<file path="src/rtl/spif_pkg.sv">
package spif_pkg;

    typedef enum logic [2:0] {
        ST_IDLE,
        ST_OPCODE,
        ST_DUMMY,
        ST_DATA,
        ST_RESPOND,
        ST_ARMED,
        ST_IGNORE
    } fsm_e;

    typedef enum logic [2:0] {
        CMD_NONE,
        CMD_WREN,
        CMD_WRDI,
        CMD_RDSR,
        CMD_WRSR,
        CMD_RDID,
        CMD_READID,
        CMD_RES
    } cmd_e;

    localparam logic [7:0] MFR_CODE = 8'h01;
    localparam logic [7:0] MEM_TYPE = 8'h40;

    function automatic cmd_e decode_op(input logic [7:0] op);
        case (op)
            8'h06:   return CMD_WREN;
            8'h04:   return CMD_WRDI;
            8'h05:   return CMD_RDSR;
            8'h01:   return CMD_WRSR;
            8'h9F:   return CMD_RDID;
            8'h90:   return CMD_READID;
            8'hAB:   return CMD_RES;
            default: return CMD_NONE;
        endcase
    endfunction

endpackage

</file>
<file path="src/rtl/spif_sync.sv">
module spif_sync #(
    parameter int               WIDTH   = 5,
    parameter int               STAGES  = 2,
    parameter logic [WIDTH-1:0] RST_VAL = '0
) (
    input  logic             clk,
    input  logic             rst_n,
    input  logic [WIDTH-1:0] d,
    output logic [WIDTH-1:0] q
);

    generate
        if (STAGES <= 1) begin : g_single
            always_ff @(posedge clk or negedge rst_n) begin
                if (!rst_n) q <= RST_VAL;
                else        q <= d;
            end
        end else begin : g_chain
            logic [STAGES-1:0][WIDTH-1:0] pipe;
            always_ff @(posedge clk or negedge rst_n) begin
                if (!rst_n) pipe <= {STAGES{RST_VAL}};
                else        pipe <= {pipe[STAGES-2:0], d};
            end
            assign q = pipe[STAGES-1];
        end
    endgenerate

endmodule

</file>
<file path="src/rtl/spif_status.sv">
module spif_status (
    input  logic       clk,
    input  logic       rst_n,
    input  logic       set_wel,
    input  logic       clr_wel,
    input  logic       wr_stat,
    input  logic [4:0] wr_fields,   // {protect-lock bit, protect field[3:0]}
    input  logic       wp_n,
    input  logic       busy,
    input  logic       busy_done,
    output logic [7:0] status
);

    logic       wel;
    logic       srp;
    logic [3:0] bp;
    logic       locked;
    logic       accept;

    assign locked = srp && !wp_n;
    assign accept = wr_stat && wel && !locked;

    always_ff @(posedge clk or negedge rst_n) begin
        if (!rst_n) begin
            wel <= 1'b0;
            srp <= 1'b0;
            bp  <= 4'h0;
        end else if (accept) begin
            srp <= wr_fields[4];
            bp  <= wr_fields[3:0];
            wel <= 1'b0;
        end else if (set_wel) begin
            wel <= 1'b1;
        end else if (clr_wel || busy_done) begin
            wel <= 1'b0;
        end
    end

    assign status = {srp, 1'b0, bp, wel, busy};

    // the latch only rises after a set request
    p_wel_set_cause_r2: assert property (@(posedge clk) disable iff (!rst_n)
        $rose(wel) |-> $past(set_wel));

    // the latch only falls after a clear, an accepted write or busy completion
    p_wel_clear_cause_r11: assert property (@(posedge clk) disable iff (!rst_n)
        $fell(wel) |-> $past(clr_wel || wr_stat || busy_done));

    // locked register keeps its protection fields
    p_lock_holds_r5: assert property (@(posedge clk) disable iff (!rst_n)
        (srp && !wp_n) |=> $stable({srp, bp}));

endmodule

</file>
<file path="src/rtl/spi_flash_cmd_front.sv">
module spi_flash_cmd_front
    import spif_pkg::*;
#(
    parameter int DENSITY_MBIT = 16,
    parameter int SYNC_STAGES  = 2
) (
    input  logic clk,
    input  logic rst_n,
    input  logic sck,
    input  logic cs_n,
    input  logic si,
    input  logic wp_n,
    input  logic array_busy,
    output logic so,
    output logic so_oe
);

    localparam int         LOG_MB      = $clog2(DENSITY_MBIT);
    localparam logic [7:0] DEV_ID      = 8'(16 + LOG_MB);
    localparam logic [7:0] CAP_ID      = 8'(18 + LOG_MB);
    localparam int         DUMMY_BYTES = 3;
    localparam int         NSYNC       = 5;

    // ---- pin synchronizer and edge detection
    logic [NSYNC-1:0] raw_pins;
    logic [NSYNC-1:0] sync_pins;
    logic sck_s, cs_s, si_s, wp_s, busy_s;
    logic sck_d, cs_d, busy_d;
    logic sck_rise, sck_fall, cs_rise, busy_fall;

    assign raw_pins = {array_busy, wp_n, si, cs_n, sck};

    spif_sync #(
        .WIDTH  (NSYNC),
        .STAGES (SYNC_STAGES),
        .RST_VAL(5'b01010)
    ) u_sync (
        .clk  (clk),
        .rst_n(rst_n),
        .d    (raw_pins),
        .q    (sync_pins)
    );

    assign sck_s  = sync_pins[0];
    assign cs_s   = sync_pins[1];
    assign si_s   = sync_pins[2];
    assign wp_s   = sync_pins[3];
    assign busy_s = sync_pins[4];

    always_ff @(posedge clk or negedge rst_n) begin
        if (!rst_n) begin
            sck_d  <= 1'b0;
            cs_d   <= 1'b1;
            busy_d <= 1'b0;
        end else begin
            sck_d  <= sck_s;
            cs_d   <= cs_s;
            busy_d <= busy_s;
        end
    end

    assign sck_rise  = sck_s & ~sck_d;
    assign sck_fall  = ~sck_s & sck_d;
    assign cs_rise   = cs_s & ~cs_d;
    assign busy_fall = ~busy_s & busy_d;

    // ---- control state
    fsm_e       state, state_nx;
    cmd_e       cmd_q, cmd_nx;
    logic [2:0] bit_cnt;
    logic [1:0] byte_idx;
    logic [1:0] dummy_cnt;
    logic [6:0] shift_in;
    logic [4:0] data_q;
    logic [7:0] in_byte;
    logic       byte_done;

    assign in_byte   = {shift_in, si_s};
    assign byte_done = sck_rise && (bit_cnt == 3'd7);

    // next-state logic
    always_comb begin
        state_nx = state;
        cmd_nx   = cmd_q;
        if (cs_s) begin
            state_nx = ST_IDLE;
        end else begin
            unique case (state)
                ST_IDLE:   state_nx = ST_OPCODE;
                ST_OPCODE: begin
                    if (byte_done) begin
                        cmd_nx = decode_op(in_byte);
                        case (cmd_nx)
                            CMD_WREN, CMD_WRDI:  state_nx = ST_ARMED;
                            CMD_RDSR, CMD_RDID:  state_nx = ST_RESPOND;
                            CMD_WRSR:            state_nx = ST_DATA;
                            CMD_READID, CMD_RES: state_nx = ST_DUMMY;
                            default:             state_nx = ST_IGNORE;
                        endcase
                    end
                end
                ST_DUMMY:   if (byte_done && dummy_cnt == 2'(DUMMY_BYTES - 1)) state_nx = ST_RESPOND;
                ST_DATA:    if (byte_done) state_nx = ST_ARMED;
                ST_ARMED:   if (sck_rise)  state_nx = ST_IGNORE;
                ST_RESPOND: state_nx = ST_RESPOND;
                ST_IGNORE:  state_nx = ST_IGNORE;
                default:    state_nx = ST_IDLE;
            endcase
        end
    end

    // state register and counters
    always_ff @(posedge clk or negedge rst_n) begin
        if (!rst_n) begin
            state     <= ST_IDLE;
            cmd_q     <= CMD_NONE;
            bit_cnt   <= 3'd0;
            byte_idx  <= 2'd0;
            dummy_cnt <= 2'd0;
            shift_in  <= 7'd0;
            data_q    <= 5'd0;
        end else begin
            state     <= state_nx;
            cmd_q     <= cmd_nx;
            bit_cnt   <= (state == ST_IDLE) ? 3'd0 : bit_cnt + 3'(sck_rise);
            dummy_cnt <= (state != ST_DUMMY) ? 2'd0 : dummy_cnt + 2'(byte_done);
            if (sck_rise) shift_in <= in_byte[6:0];
            if (state == ST_DATA && byte_done) data_q <= {in_byte[7], in_byte[5:2]};
            if (state != ST_RESPOND)  byte_idx <= 2'd0;
            else if (byte_done)       byte_idx <= (byte_idx == last_idx) ? 2'd0 : byte_idx + 2'd1;
        end
    end

    // ---- outputs
    logic [1:0] last_idx;
    logic [7:0] resp_byte;
    logic [7:0] status;
    logic       exec, set_wel, clr_wel, wr_stat;
    logic       so_q;

    always_comb begin
        last_idx  = 2'd0;
        resp_byte = 8'h00;
        unique case (cmd_q)
            CMD_RDSR:   resp_byte = status;
            CMD_RDID: begin
                last_idx = 2'd2;
                case (byte_idx)
                    2'd0:    resp_byte = MFR_CODE;
                    2'd1:    resp_byte = MEM_TYPE;
                    default: resp_byte = CAP_ID;
                endcase
            end
            CMD_READID: begin
                last_idx  = 2'd1;
                resp_byte = (byte_idx == 2'd0) ? MFR_CODE : DEV_ID;
            end
            CMD_RES:    resp_byte = DEV_ID;
            default:    resp_byte = 8'h00;
        endcase
    end

    assign exec    = cs_rise && (state == ST_ARMED);
    assign set_wel = exec && (cmd_q == CMD_WREN);
    assign clr_wel = exec && (cmd_q == CMD_WRDI);
    assign wr_stat = exec && (cmd_q == CMD_WRSR);

    always_ff @(posedge clk or negedge rst_n) begin
        if (!rst_n)                   so_q <= 1'b0;
        else if (state != ST_RESPOND) so_q <= 1'b0;
        else if (sck_fall)            so_q <= resp_byte[3'd7 - bit_cnt];
    end

    assign so_oe = (state == ST_RESPOND) && !cs_s;
    assign so    = so_oe & so_q;

    spif_status u_status (
        .clk      (clk),
        .rst_n    (rst_n),
        .set_wel  (set_wel),
        .clr_wel  (clr_wel),
        .wr_stat  (wr_stat),
        .wr_fields(data_q),
        .wp_n     (wp_s),
        .busy     (busy_s),
        .busy_done(busy_fall),
        .status   (status)
    );

    // the response phase only opens right after a sampling edge
    p_oe_after_rise_r1: assert property (@(posedge clk) disable iff (!rst_n)
        $rose(so_oe) |-> $past(sck_rise));

    // the driven bit only moves after a falling serial clock edge
    p_so_on_fall_r1: assert property (@(posedge clk) disable iff (!rst_n)
        (so_oe && $past(so_oe) && so != $past(so)) |-> $past(sck_fall));

endmodule

</file>
<file path="config.mk">
export PLATFORM = sky130hd
export DESIGN_NAME = spi_flash_cmd_front
export DESIGN_NICKNAME = d
export VERILOG_FILES = /design/src/rtl/spif_pkg.sv /design/src/rtl/spif_sync.sv /design/src/rtl/spif_status.sv /design/src/rtl/spi_flash_cmd_front.sv
export SDC_FILE = /design/constraint.sdc
export NUM_CORES = 1
export LEC_CHECK = 0
export CAP_MARGIN = 10
export CORE_UTILIZATION = 45
export CTS_CLUSTER_SIZE = 40
export DETAILED_ROUTE_END_ITERATION = 7
export PLACE_DENSITY_LB_ADDON = 0.12
export SLEW_MARGIN = 20
export SYNTH_ARGS = -nofsm -noshare
export SYNTH_HDL_FRONTEND = slang
export SYNTH_SLANG_ARGS = --single-unit
export TNS_END_PERCENT = 5
</file>
<file path="constraint.sdc">
create_clock -name clk -period 6.5 [get_ports clk]
set_clock_uncertainty 0.2 [all_clocks]
set_input_delay 1.625 -clock clk [delete_from_list [all_inputs] [get_ports clk]]
set_output_delay 1.625 -clock clk [all_outputs]
set_load 0.01 [all_outputs]
</file>
-- Yosys cells after proc, flatten, opt, wreduce, memory -nomap -nowiden
Cells that the tools add are included.
- $add $sub $neg: 4
- order comparisons: 1
- equality and inequality tests: 37
- multiplexer cells: 27
- bitwise gates (word level): 10
- reductions and logical operators: 25
- operators with widths (operator ; count):
    3-bit one-hot mux with 7 select lines ; 2
    3-bit == test (second input constant) ; 12
    8-bit one-hot mux with 4 select lines ; 1
    3-bit two-way mux ; 9
    8-bit by 3-bit == test with 1-bit output (second input constant) ; 3
    8-bit == test (second input constant) ; 3
    3-bit by 2-bit == test with 1-bit output (second input constant) ; 6
    3-bit by 2-bit inequality test with 1-bit output (second input constant) ; 5
    7-bit one-hot mux with 2 select lines ; 1
    3-bit one-hot mux with 4 select lines ; 1
    1-bit logical AND ; 11
    3-bit by 1-bit == test with 1-bit output (second input constant) ; 3
    8-bit by 1-bit == test with 1-bit output (second input constant) ; 1
    2-bit two-way mux ; 4
    1-bit two-way mux ; 6
    2-bit OR reduction ; 3
    1-bit AND ; 5
    5-bit two-way mux ; 1
    1-bit NOT ; 5
    3-bit by 4-bit less-than comparator with 1-bit output (second input constant) ; 1
    2-bit one-hot mux with 2 select lines ; 1
    4-bit AND reduction ; 1
    2-bit nonzero test ; 2
    3-bit by 1-bit adder with 3-bit output ; 1
    14 further kinds ; 16
- register bits after elaboration: 45
- input port bits: 7
- output and inout port bits: 2
- word-level logic and storage cells: 120

-- Depth between registers and ports, before layout
Gate-level depths: netlist (run 1).
- depth after elaboration: 12
- mapped depth: 8
- gate-level depth less buffers: 7

-- Hierarchy
From an unflattened synthesis (run 1), not the netlist that was laid out.
- cells, all modules: 223
- area, all modules: 2358.5 um^2
- by module, submodules not included (module ; instances ; cells each ; area each (um^2) ; seq. area each (um^2)):
    spi_flash_cmd_front ; 1 ; 185 ; 1783.0 ; 726.9
    spif_sync ; 1 ; 15 ; 292.8 ; 255.2
    spif_status ; 1 ; 23 ; 282.8 ; 150.1

-- Least setup slack after synthesis (run 1)
Ideal clock, no wire load.
- path type: reg-to-output
- from: register state[2]
- to: output port so
- arrival time: 1.218 ns
- path slack: 3.457 ns
- stages on the path, launching flop included: 5
- buffers on the path: 1
- path through: dfrtp_1 -> buf_1 -> nand2_1 -> nor2_1 -> and2_1
- word-level cells in the longest chain between the ends: 3
- RTL lines (what ; RTL line ; text):
    start: declaration ; spi_flash_cmd_front.sv:68 ; fsm_e state, state_nx;
    start signal: assignment ; spi_flash_cmd_front.sv:123 ; state <= state_nx;
    3-bit == test ; spi_flash_cmd_front.sv:174 ; assign so_oe = (state == ST_RESPOND) && !cs_s;
    1-bit logical AND ; spi_flash_cmd_front.sv:174 ;
    named net so_oe ; spi_flash_cmd_front.sv:15 ; output logic so_oe
    1-bit AND ; spi_flash_cmd_front.sv:175 ; assign so = so_oe & so_q;
    end: declaration ; spi_flash_cmd_front.sv:14 ; output logic so,
The timed path passes the listed nets, and every way through them passes these cells.

-- Worst setup path after layout (run 1)
- from: register state[1]
- to: output port so
- word-level cells in the longest chain between the ends: 3
- RTL lines (what ; RTL line):
    3-bit == test ; spi_flash_cmd_front.sv:174
    1-bit logical AND ; spi_flash_cmd_front.sv:174
    1-bit AND ; spi_flash_cmd_front.sv:175
No other way between the ends.

==> PnR_summary.wiki, run 1 <==
{| class="wikitable"
! Metric !! Value
|-
| Outcome || completed
|-
| Worst slew margin relative to its limit || 63.1%
|-
| Mapped cell area || 2230 um2
|-
| YS warnings || 0
|-
| Arrival time reported for the critical path endpoint || 1980 ps
|-
| Total iterations of the first detailed-routing run || 4
|-
| Number of fill cells in the layout || 463
|-
| Worst min-delay path class || reg2reg
|-
| Worst-Margin Slew || 554 ps
|-
| HP Start || u_sync.g_chain.pipe[2]
|-
| Most common library cells after synthesis || dfrtp_1 (40), nand2_1 (31), nor2_1 (13)
|-
| Die H || 72.4 um
|-
| Switching Power || 0.180 mW
|-
| Top fanout value on the critical path || 10
|-
| Worst setup EP type || primary output
|-
| Input/output buffers || 8
|-
| Via total after detailed routing || 1603
|-
| Number of global-route vias before repair || 1499
|-
| Dpl hpwl || 3000 um
|-
| Clk network pwr share || 27.6%
|-
| Overall routed net length || 4240 um
|-
| Site row count || 25
|-
| Per-instance average area after synthesis || 10.4 um2
|-
| Multi-input gate area in the final layout || 1030 um2
|-
| Internal cell power || 0.417 mW
|-
| Number of cells in the finished layout apart from fillers || 289
|-
| Sum of negative setup slack || 0 ps
|-
| Placer's final routability congestion estimate || 0.870
|-
| Share of the synthesized area in the top cell type || 44.8%
|-
| Total leakage power || 1.05 nW
|-
| Critical path launch point type || flop
|-
| Setup repair after global routing missed its margin || false
|-
| CTS Buffer Depth || 2
|-
| Power density over the cells || 246 nW/um2
|-
| Worst path most repeated cell || nor2_1
|-
| Number of buffers inserted to repair setup after CTS || 0
|-
| Cell taking the most area after synthesis || dfrtp_1
|-
| Endpoint with the worst hold slack || u_sync.q[2]
|-
| Maximum clock frequency || 263 MHz
|-
| Count of hold-fix buffers inserted at cts || 0
|-
| Most instantiated flip-flop cell in the synthesis netlist || dfrtp_1
|-
| Library cell with the highest instance count after synthesis || dfrtp_1
|-
| DRC || 0
|-
| Share of cells above drive strength 1 || 12.6%
|-
| Total Nets Final || 234
|-
| Overall die width || 72.4 um
|-
| Total Die Area || 5250 um2
|-
| Netlist cell types || 50
|-
| Highest ir drop seen on vdd || 0.000149 V
|-
| Via-per-instance ratio || 5.55
|-
| Placed instance count || 281
|-
| Synth-to-layout area growth || 8.69%
|-
| Share of total power in combinational logic || 15.6%
|-
| Post_cts resized || 0
|-
| Length in cells of the worst reg-to-reg path || 4
|-
| Worst setup path class || reg2out
|-
| TritonCTS clock tree || built
|-
| Total non-filler cell area in the finished layout || 2430 um2
|-
| Final-report max-slew violation count || 0
|-
| Setup ws final || 2700 ps
|-
| Number of diodes || 0
|-
| Overall global routing resource usage || 18.3%
|-
| Initial Utilization || 46.9%
|-
| DRT iter0 DRCs || 60
|-
| FF-to-FF Start || state[1]
|-
| Total core area || 4750 um2
|-
| Routed length per placed instance || 14.7 um
|-
| First-pass GRT wire length || 7360 um
|-
| Cell count after synthesis || 215
|-
| Max-cap violation count || 0
|-
| Period utilisation layout || 58.5%
|-
| Insertion delay of the later-clocked pin in the worst-skew pair || 290 ps
|-
| Sequential Power Share || 56.8%
|-
| Depth of the worst hold-timing path || 0
|-
| Net switching share of the total power || 30.2%
|-
| Capture instance of the worst register-to-register path || u_status.bp[0]
|-
| Critical path, cell by cell || nor2_1 -> nand2_1 -> nor2_1 -> and2_1 -> clkdlybuf4s50_1
|-
| Cell with the largest stage delay on the worst path || clkdlybuf4s50_1
|-
| Post-synthesis net count || 228
|-
| Biggest area contributors in the synthesized netlist || dfrtp_1 (45%), dfstp_2 (5.9%), mux2_2 (5.5%)
|-
| Worst slack after detailed placement || 3040 ps
|-
| Number of synthesized register bits || 45
|-
| Fraction of the yosys area taken by sequential cells || 50.7%
|-
| Asr flop ratio synth || 100%
|-
| Number of routed nets with antenna violations || 0
|-
| Cell Area, Placed || 2340 um2
|-
| Critical path data required time || 4680 ps
|-
| Number of primary I/O pins || 9
|-
| Initial antenna violation count || 0
|-
| Number of enable-type register cells in the synthesized netlist || 0
|-
| Largest net degree at the start of global routing || 46
|-
| Shortest period the worst path allows || 3800 ps
|-
| Area used by sequential logic in the layout || 1130 um2
|-
| Final-report hold violation count || 0
|-
| Num CTS Buffers || 5
|-
| Aggregate global routing overflow || 0
|-
| Setup violation total in the final timing report || 0
|-
| Clock slew at the register clock pins of the worst setup and hold paths || 80 ps
|-
| Minimum setup slack among reg-to-reg paths || 4190 ps
|-
| Number of clock sinks || 45
|-
| Total number of H-tree levels || 2
|-
| CTS Root Buffer Type || clkbuf_8
|-
| Slowest Stage Delay on Critical Path || 520 ps
|}
layout by cell type (no fill, tap or decap), drive strengths merged, types with 2 or more instances in the layout:
master / netlist / routed
o21a: 2 / 2
or2: 2 / 2
clkbuf: 5 / 6
dfrtp: 40 / 40
inv: 5 / 5
nor2: 13 / 13
nor2b: 6 / 6
o21ai: 8 / 8
and2: 2 / 2
nand2b: 5 / 5
nand4: 3 / 3
nand3b: 3 / 3
nor3b: 5 / 5
a21oi: 3 / 3
o22ai: 2 / 2
dfstp: 5 / 5
nand3: 10 / 10
a211oi: 3 / 3
a31oi: 8 / 8
nor3: 4 / 4
a2111oi: 2 / 2
clkdlybuf4s50: 0 / 7
o211ai: 2 / 2
and3b: 2 / 2
xnor2: 3 / 3
ha: 6 / 6
clkinv: 1 / 3
mux2: 14 / 14
and4b: 2 / 2
nand2: 31 / 31
critical path, delay by kind of cell, from the launching register on:
| kind | cells | cell delay [ps] |
|---|---|---|
| AND/OR/NAND/NOR | 4 | 680 |
| buffers and inverters | 1 | 520 |
| flip-flops | 1 | 480 |
power groups by stage:
stage               combinational, mW  sequential, mW  clock, mW
floorplan                      0.0794           0.326          0
global placement               0.0918           0.341          0
detailed placement             0.0927           0.343          0
CTS                            0.0933           0.338      0.173
global route                    0.106           0.344      0.184
finish                         0.0935           0.339      0.165
how the worst max path moves through the flow:
stage | startpoint | endpoint | depth (start not counted)
floorplan | state[2] | so | 4
global placement | state[1] | so | 5
detailed placement | state[1] | so | 5
CTS | state[1] | so | 5
global route | state[1] | so | 5
finish | state[1] | so | 5
state kept, by name, indices dropped and copies added (netlist names):
| register | cells |
|---|---|
| data_q | 5 |
| busy_d | 1 |
| cs_d | 1 |
| dummy_cnt | 2 |
| so_q | 1 |
| u_sync.g_chain.pipe | 5 |
| state | 3 |
| sck_d | 1 |
| u_status.srp | 1 |
| u_status.wel | 1 |
| bit_cnt | 3 |
| u_status.bp | 4 |
| shift_in | 7 |
| u_sync.q | 5 |
| cmd_q | 3 |
| byte_idx | 2 |
final cells by class:
cell class                      count  area share [%]
Timing Repair Buffer                8            3.20
Sequential cell                    45            46.7
Multi-Input combinational cell    155            42.3
Clock inverter                      2           0.413
Tap cell                           67            3.46
Inverter                            6           0.928
Clock buffer                        6            2.99
per-stage QoR:
stage	hold slack (ps)	power [mW]	utilization [%]
3_5_place_dp	136	0.436	49.2
3_3_place_gp	133	0.433	49.2
2_1_floorplan	131	0.405	-
4_1_cts	156	0.604	51.0
5_1_grt	161	0.634	51.0
6_report	155	0.598	51.0
routing by layer:
layer  vias up  share of wire [%]  global-route usage (%)
li1        781                  -                       -
met1       798                 50                    26.1
met2        17                 46                    27.5
met3         7                2.3                    4.31
met4         0                1.7                    6.54
met5         -                  0                       0
kinds of logic after synthesis:
family / Yosys count / synth area share, %
fa+ha+maj: 7 / 3.81
flops: 45 / 50.7
xor+xnor: 3 / 1.18
compound gates: 37 / 11.2
mux: 14 / 7.06
buf+inv: 15 / 3.25
simple gates: 94 / 22.8
(Power assumes the default switching activity.)
==> inputs of run 2 (changes only) <==
clock period = 4 ns   (was 6.5 ns; I/O delays follow)
==> run 2 against run 1 <==
Compared with the run above:
- register-to-register slack worse by 2500 ps
- critical endpoint unchanged
- clock-buffer cell count stayed put
- global-route usage down 0.38 points
- highest routed layer unchanged
- setup slack got worse by 1900 ps
- wire length rose by 0.21%
- non-clock buffer count is the same
- first-iteration DRC count increased by 28%
- clock power increased by 100%
- sequential share of layout area shrank 0.55 points
- power increased by 74%
==> PnR_summary.wiki, run 2 (synthesis results as in run 1) <==
{| class="wikitable"
! Metric !! Value
|-
| Highest metal used || met4
|-
| Overall Power || 1.04 mW (+74%)
|-
| Total leakage power || 1.06 nW (+1.0%)
|-
| Tightest hold margin || 154 ps (-0.638 ps)
|-
| Overall routed net length || 4250 um (+0.21%)
|-
| First-pass GRT wire length || 7180 um (-2.5%)
|-
| Arrival time reported for the critical path endpoint || 1980 ps (about the same)
|-
| Highest ir drop seen on vdd || 0.000252 V (+69%)
|-
| Input/output buffers || 8 (unchanged)
|-
| Final-report max-slew violation count || 0 (unchanged)
|-
| Largest net degree at the start of global routing || 46 (unchanged)
|-
| Overall die width || 72.4 um (unchanged)
|-
| Depth of the worst hold-timing path || 0 (unchanged)
|-
| Shortest period the worst path allows || 3180 ps
|-
| Critical path launch point type || flop
|-
| Critical path data required time || 2800 ps (-1880 ps)
|-
| Setup violation total in the final timing report || 0 (unchanged)
|-
| Total Die Area || 5250 um2 (unchanged)
|-
| Worst path most repeated cell || nor2_1
|-
| Post_cts resized || 0 (unchanged)
|-
| Share of cells above drive strength 1 || 12.6% (unchanged)
|-
| Total core area || 4750 um2 (unchanged)
|-
| DRC || 0 (unchanged)
|-
| Period utilisation layout || 79.5%
|-
| Top fanout value on the critical path || 10 (unchanged)
|-
| Minimum setup slack among reg-to-reg paths || 1670 ps (-2520 ps)
|-
| Worst setup path class || reg2out
|-
| CTS Buffer Depth || 2 (unchanged)
|-
| CP Depth || 5 (unchanged)
|-
| Maximum clock frequency || 314 MHz
|-
| Detailed route wirelength on metal3 || 119 um (+20%)
|-
| Power density over the cells || 423 nW/um2 (+72%)
|-
| Outcome || completed
|-
| Aggregate global routing overflow || 0 (unchanged)
|-
| Site row count || 25 (unchanged)
|-
| Insertion delay of the later-clocked pin in the worst-skew pair || 300 ps (about the same)
|-
| Final-report hold violation count || 0 (unchanged)
|-
| Total number of H-tree levels || 2 (unchanged)
|-
| Dpl hpwl || 3020 um (+0.68%)
|-
| Worst-Margin Slew || 559 ps (+5.05 ps)
|-
| Number of global-route vias before repair || 1499 (unchanged)
|-
| Setup repair after global routing missed its margin || false
|-
| Final core utilization || 51.6% (+0.61 points)
|-
| Number of routed nets with antenna violations || 0 (unchanged)
|-
| Initial Utilization || 46.9% (unchanged)
|-
| Initial antenna violation count || 0 (unchanged)
|-
| Worst slack after detailed placement || 1150 ps (-1890 ps)
|-
| Slowest Stage Delay on Critical Path || 520 ps (about the same)
|-
| FF-to-FF Start || state[1]
|-
| Number of primary I/O pins || 9 (unchanged)
|-
| Total iterations of the first detailed-routing run || 4 (unchanged)
|-
| Length in cells of the worst reg-to-reg path || 4 (unchanged)
|-
| Via-per-instance ratio || 5.69 (+2.6%)
|-
| Critical path, cell by cell || nor2_1 -> nand2_1 -> nor2_1 -> and2_1 -> clkdlybuf4s50_1
|-
| Routed wire length on met2 || 2030 um (+4.3%)
|-
| DRT iter0 DRCs || 77 (+28%)
|-
| Routed length per placed instance || 14.7 um (+0.21%)
|-
| Number of diodes || 0 (unchanged)
|-
| Worst slew margin relative to its limit || 62.8% (-0.34 points)
|-
| Via total after detailed routing || 1644 (+2.6%)
|-
| Most frequent standard cell in the layout excluding fill and tap cells || dfrtp_1
|-
| Critical path startpoint || state[1]
|-
| Synth-to-layout area growth || 9.98%
|-
| Number of clock sinks || 45 (unchanged)
|-
| Number of buffers inserted to repair setup after CTS || 0 (unchanged)
|-
| Die H || 72.4 um (unchanged)
|-
| Count of hold-fix buffers inserted at cts || 0 (unchanged)
|-
| Sum of negative setup slack || 0 ps (unchanged)
|-
| Worst setup EP type || primary output
|-
| Register containing the most flip-flops in the final layout || shift_in
|-
| CTS Root Buffer Type || clkbuf_8
|-
| Detailed-routing wirelength on met1 || 2040 um (-4.0%)
|-
| Placer's final routability congestion estimate || 0.859 (-1.3%)
|-
| Cell with the largest stage delay on the worst path || clkdlybuf4s50_1
|-
| Worst min-delay path class || reg2reg
|-
| Worst setup path endpoint || so
|-
| Capture instance of the worst register-to-register path || u_status.bp[0]
|-
| Most used cells in the layout excluding fill and tap cells || dfrtp_1 (40), nand2_1 (31), nor2_1 (13)
|-
| Total Nets Final || 234 (unchanged)
|-
| Max FFs per register || 7 (unchanged)
|-
| Count of buffering cells on the critical path with inverters included || 1 (unchanged)
|-
| Worst path top cell family by delay || simple AND/OR/NAND/NOR gates
|-
| Overall global routing resource usage || 18.0% (-0.38 points)
|-
| Num CTS Buffers || 5 (unchanged)
|-
| Setup ws final || 818 ps (-1880 ps)
|-
| TritonCTS clock tree || built
|-
| Max-cap violation count || 0 (unchanged)
|-
| Clock slew at the register clock pins of the worst setup and hold paths || 80 ps (about the same)
|}
## run 2: metrics by stage
step / cell area (um2) / cells
finish: 2450 / 289
global route: 2450 / 289
CTS: 2450 / 289
detailed placement: 2340 / 281
global placement: 2340 / 281
floorplan: 2230 / 215
## run 2: power breakdown
group	internal, mW	switching [mW]
logic	0.0655	0.0865
clock network	0.187	0.148
registers	0.492	0.0580
total	0.745	0.293
## run 2: worst min path at each step
| stage | from | endpoint | slack (ps) |
|---|---|---|---|
| global placement | u_sync.g_chain.pipe[4] | u_sync.q[4] | 130 |
| floorplan | u_sync.g_chain.pipe[0] | u_sync.q[0] | 130 |
| global route | u_sync.g_chain.pipe[3] | u_sync.q[3] | 160 |
| finish | u_sync.g_chain.pipe[2] | u_sync.q[2] | 150 |
| detailed placement | u_sync.g_chain.pipe[2] | u_sync.q[2] | 140 |
| CTS | u_sync.g_chain.pipe[2] | u_sync.q[2] | 160 |
## run 2: metal layers
layer  up-vias  global-route usage [%]
met1       828                    24.7
met5         -                       0
met4         0                    6.54
li1        779                       -
met2        30                    27.8
met3         7                    4.17
## run 2: area by class of cell
type	instances	area [um2]
well taps	67	83.8
multi-input cells	155	1030
fillers	466	2300
repair buffers	8	77.6
inverters	6	22.5
clock inverters	2	38.8
flip-flops and latches	45	1130
clock buffers	6	72.6
## run 2: worst reg2reg max path: stages, from the launching register on
cell and delay (ps):
dfrtp_1 480, nand2b_1 270, or3_1 450, nor2_1 420, mux2_2 390
